--- config.mk ---
export PLATFORM = sky130hd
export DESIGN_NAME = dtc_period_ext
export DESIGN_NICKNAME = d
export VERILOG_FILES = /design/src/rtl/dtc_ctrl_pkg.sv /design/src/rtl/dtc_code_reg.sv /design/src/rtl/dtc_counter.sv /design/src/rtl/dtc_toggle.sv /design/src/rtl/dtc_period_ext.sv
export SDC_FILE = /design/constraint.sdc
export NUM_CORES = 1
export LEC_CHECK = 0
export BUFFER_PORTS_ARGS = -buffer_cell sky130_fd_sc_hd__buf_2
export CORE_MARGIN = 4
export CORE_UTILIZATION = 57
export CTS_BUF_LIST = sky130_fd_sc_hd__clkbuf_4
export CTS_CLUSTER_DIAMETER = 30
export DETAILED_ROUTE_END_ITERATION = 6
export MAX_ROUTING_LAYER = met4
export PLACE_DENSITY = 0.88
export SETUP_SLACK_MARGIN = 0.5
export SLEW_MARGIN = 10
export SYNTH_ARGS = -nofsm -noshare
export SYNTH_HDL_FRONTEND = slang
export SYNTH_HIERARCHICAL = 1
export SYNTH_SLANG_ARGS = --single-unit
--- constraint.sdc ---
create_clock -name clk_i -period 2.3 [get_ports clk_i]
set_input_delay 0.46 -clock clk_i [delete_from_list [all_inputs] [get_ports clk_i]]
set_output_delay 0.46 -clock clk_i [all_outputs]
set_load 0.005 [all_outputs]
--- src/rtl/dtc_ctrl_pkg.sv ---
package dtc_ctrl_pkg;
  // Per-edge action decoded from enable and the match flag
  typedef enum logic [1:0] {
    ACT_IDLE  = 2'd0,  // enable low: hold level, clear count, capture code
    ACT_COUNT = 2'd1,  // enable high, no match: advance counter
    ACT_WRAP  = 2'd2   // enable high, match: flip output, clear count, capture code
  } dtc_act_e;
endpackage

--- src/rtl/dtc_code_reg.sv ---
module dtc_code_reg
  import dtc_ctrl_pkg::*;
#(
  parameter int CODE_W = 9
) (
  input  logic              clk_i,
  input  logic              rst_i,
  input  dtc_act_e          act_i,
  input  logic [CODE_W-1:0] code_i,
  output logic [CODE_W-1:0] code_q_o
);
  always_ff @(posedge clk_i) begin
    if (rst_i) begin
      code_q_o <= '0;
    end else if (act_i != ACT_COUNT) begin
      code_q_o <= code_i;
    end
  end

  // The stored code never moves inside a running half-period
  p_code_frozen_r6: assert property (@(posedge clk_i) disable iff (rst_i)
    (act_i == ACT_COUNT) |=> $stable(code_q_o));
endmodule

--- src/rtl/dtc_counter.sv ---
module dtc_counter
  import dtc_ctrl_pkg::*;
#(
  parameter int CODE_W = 9
) (
  input  logic              clk_i,
  input  logic              rst_i,
  input  dtc_act_e          act_i,
  input  logic [CODE_W-1:0] code_q_i,
  output logic              eq_o
);
  logic [CODE_W-1:0] cnt_q;

  always_ff @(posedge clk_i) begin
    if (rst_i) begin
      cnt_q <= '0;
    end else if (act_i == ACT_COUNT) begin
      cnt_q <= cnt_q + 1'b1;
    end else begin
      cnt_q <= '0;
    end
  end

  assign eq_o = (cnt_q == code_q_i);

  // Counter can never run past the stored code (R2 bound)
  p_cnt_bound_r2: assert property (@(posedge clk_i) disable iff (rst_i)
    cnt_q <= code_q_i);
  p_cnt_idle_clear_r8: assert property (@(posedge clk_i) disable iff (rst_i)
    (act_i == ACT_IDLE) |=> (cnt_q == '0));
endmodule

--- src/rtl/dtc_toggle.sv ---
module dtc_toggle
  import dtc_ctrl_pkg::*;
(
  input  logic     clk_i,
  input  logic     rst_i,
  input  dtc_act_e act_i,
  output logic     clk_o
);
  always_ff @(posedge clk_i) begin
    if (rst_i) begin
      clk_o <= 1'b0;
    end else if (act_i == ACT_WRAP) begin
      clk_o <= ~clk_o;
    end
  end

  p_flip_on_wrap_r5: assert property (@(posedge clk_i) disable iff (rst_i)
    (act_i == ACT_WRAP) |=> (clk_o != $past(clk_o)));
  p_hold_otherwise_r8: assert property (@(posedge clk_i) disable iff (rst_i)
    (act_i != ACT_WRAP) |=> $stable(clk_o));
endmodule

--- src/rtl/dtc_period_ext.sv ---
module dtc_period_ext
  import dtc_ctrl_pkg::*;
#(
  parameter int CODE_W = 9
) (
  input  logic              clk_i,
  input  logic              rst_i,
  input  logic              en_i,
  input  logic [CODE_W-1:0] code_i,
  output logic              clk_o,
  output logic              eq_o
);
  logic [CODE_W-1:0] code_q;
  logic              match;
  dtc_act_e          act;

  always_comb begin
    if (!en_i)      act = ACT_IDLE;
    else if (match) act = ACT_WRAP;
    else            act = ACT_COUNT;
  end

  dtc_code_reg #(.CODE_W(CODE_W)) u_code (
    .clk_i(clk_i), .rst_i(rst_i), .act_i(act), .code_i(code_i), .code_q_o(code_q)
  );

  dtc_counter #(.CODE_W(CODE_W)) u_cnt (
    .clk_i(clk_i), .rst_i(rst_i), .act_i(act), .code_q_i(code_q), .eq_o(match)
  );

  dtc_toggle u_tog (
    .clk_i(clk_i), .rst_i(rst_i), .act_i(act), .clk_o(clk_o)
  );

  assign eq_o = match;

  // Zero code keeps the match permanently true
  p_zero_code_match_r3: assert property (@(posedge clk_i) disable iff (rst_i)
    (code_q == '0) |-> eq_o);
endmodule

==> results.txt <==
grt ovf = 0
sw frac = 32.2%
wire per inst = 21.5 um
Post-synth EDFFs = 0
Hold EP = u_code/code_q_o[3]
internal power = 0.000530 W
fmax = 499 MHz
Final Wtd Congestion = 0.777
status = completed
Global Route Usage Sum = 19.6%
Syn. warnings = 6
Final Hold Fails = 0
Yosys reg bits = 19
worst r2r dst = u_code/code_q_o[8]
Worst Path Required = 2.55 ns
sw power = 0.000252 W
row cnt = 14
IO Port Bufs = 13
clk_lat worst skew = 0.32 ns
commonest non-fill, non-tap cell in the layout = buf_2
Clock Tree Buf Depth = 2
area leader, netlist = dfxtp_1
initial antenna violation count = 0
share of cells above drive strength 1 = 54.8%
setup_tns = 0 ns
CTS Buf Count = 3
element type at the critical path end = register
Clock Sinks = 19
ranking of synthesized cells by area = dfxtp_1 (41%), nand4bb_1 (11%), xnor2_1 (8.4%), nand2b_1 (6.0%), o21ai_1 (3.2%)
Gate power share = 27.6%
worst-path maximum fanout = 7
Fin Hold WS = 0.388 ns
Worst Hold Class = primary input to register
Max Slew Vio Count = 0
net count after synthesis = 110
ys flop type = dfxtp_1
critical path class = register to register
maximum vdd drop = 636 uV
Clock Power Share = 23.8%
hold depth = 3
WP data arrival = 2.26 ns
vias per std cell = 6.51
clock skew = 0.00250 ns
CP startpoint kind = register
top cell type's share of synthesized area = 40.6%
Reg2Reg Depth = 8
Inserted Diodes = 0
HPWL reported at the end of detailed placement = 1370 um
H-tree depth = 1
nets = 138
max-cap violation count = 0
Die H = 48.5 um
Clock Pin Slew Worst Setup and Hold Paths = 0.12 ns
die width = 48.5 um
Root Driver = clkbuf_4
PwrDens = 596 nW/um^2
Detail Route Antenna Nets = 0
reg2reg start = u_cnt/cnt_q[8]
via count = 911
TritonCTS clock tree = yes
LEAKAGE = 0.487 nW
Die ar. = 2350 um^2
Tcrit/Tclk final = 87.2%
DRC = 0
vias in the first global route = 722
Post-Syn Area per Cell = 9.65 um^2
Worst Tran Pin Value = 0.287 ns
largest net degree at the start of global routing = 22
RSZ-0062 raised after global routing = true
area grow syn2layout = 40.1%
leading cell types in the layout, fill and taps excluded = buf_2 (13), nand2b_1 (9), nand4bb_1 (9)
R2R setup slack = 0.30 ns
first-pass GRT wire length = 3400 um
sequential power share = 48.6%
DRT Wirelength = 3020 um
Starting Density = 61.4%
Synth cell types = 28
Setup violations, final = 0
Cells after Synth = 97
Tmin final = 2.00 ns
Initial DRT Pass Iterations = 4
DR iter-0 viols = 55
Synth async-reset ratio = 0%
# IOs = 14
Rel. slew slack = 80.7%
register area share after synthesis = 40.6%
synthesized area = 936 um^2
hold_sp = code_i[3]
Core Area = 1520 um^2
## worst max-delay path, stage by stage, from the launching register on
cell	delay, ns
dfxtp_1	0.35
xnor2_1	0.28
nand3_2	0.14
nor4_4	0.27
buf_4	0.17
and2b_4	0.21
buf_6	0.12
and2b_2	0.23
o21ai_2	0.15
## synthesized netlist by cell type (2+ instances only)
cell,count
dfxtp_1,19
nand2b_1,9
nand4bb_1,9
xnor2_1,9
nor2_1,6
o21ai_1,6
a21oi_1,4
o21ai_0,4
or3_1,4
nand3_1,3
o21ai_2,3
xor2_1,3
inv_1,2
nand4_1,2
## per-layer routing
layer	track usage [%]	up-vias	wire length (um)
li1	-	400	-
met1	20.6	450	1090
met2	32.6	51	1580
met3	6.44	10	224
met4	9.42	0	117
met5	-	-	0
## final cells by class
| type | instances | area (um^2) |
|---|---|---|
| sequential | 19 | 415 |
| timing repair buffer | 23 | 151 |
| fill | 78 | 213 |
| multi-input combinational | 76 | 689 |
| tap | 16 | 20.0 |
| inverter | 2 | 7.51 |
| clock buffer | 3 | 22.5 |
| clock inverter | 1 | 5.00 |
## worst max-delay path by stage
stage | slack [ns] | depth (start not counted) | to | from
2_1_floorplan | 0.51 | 6 | u_tog/clk_o | u_cnt/cnt_q[0]
3_3_place_gp | 0.47 | 6 | u_cnt/cnt_q[5] | u_cnt/cnt_q[2]
3_5_place_dp | 0.38 | 6 | u_tog/clk_o | u_cnt/cnt_q[0]
4_1_cts | 0.42 | 4 | eq_o | u_code/code_q_o[1]
5_1_grt | 0.22 | 4 | eq_o | u_cnt/cnt_q[8]
6_report | 0.30 | 8 | u_code/code_q_o[8] | u_cnt/cnt_q[8]
## repair_timing
action	4_1_cts	5_1_grt
gates cloned	0	2
gates resized for setup	18	30
hold endpoints to repair	0	0
hold buffers	0	0
pin swaps	5	12
setup buffers	4	6
endpoints found under the setup margin	12	20
## stage by stage
step	util (%)	total power [W]	instances	setup WS (ns)	cell area, um^2
3_5_place_dp	66.8	0.000504	124	0.381	1020
5_1_grt	86.0	0.000820	140	0.221	1310
6_report	86.0	0.000782	140	0.295	1310
2_1_floorplan	-	0.000468	97	0.513	943
4_1_cts	73.6	0.000688	132	0.419	1120
3_3_place_gp	66.8	0.000497	124	0.468	1020
## flip-flops by register name, indices dropped and copies added (netlist names)
name and count:
u_cnt/cnt_q 9, u_code/code_q_o 9, u_tog/clk_o 1
## power groups by stage
stage          Sequential [W]  Combinational [W]  Clock, W
6_report             0.000380           0.000216  0.000186
5_1_grt              0.000382           0.000226  0.000212
4_1_cts              0.000371           0.000134  0.000183
3_5_place_dp         0.000378           0.000126         0
3_3_place_gp         0.000376           0.000121         0
2_1_floorplan        0.000373          0.0000946         0
## logic make-up after synthesis
family / count (synthesis) / share of synthesized area [%]
XOR/XNOR: 12 / 11.2
buffers and inverters: 4 / 1.74
multiplexers: 1 / 1.20
AO/OA/AOI/OAI: 17 / 10.3
adder cells (fa/ha/maj): 1 / 1.34
flip-flops: 19 / 40.6
AND/OR/NAND/NOR: 43 / 33.6
(Power assumes the default switching activity.)
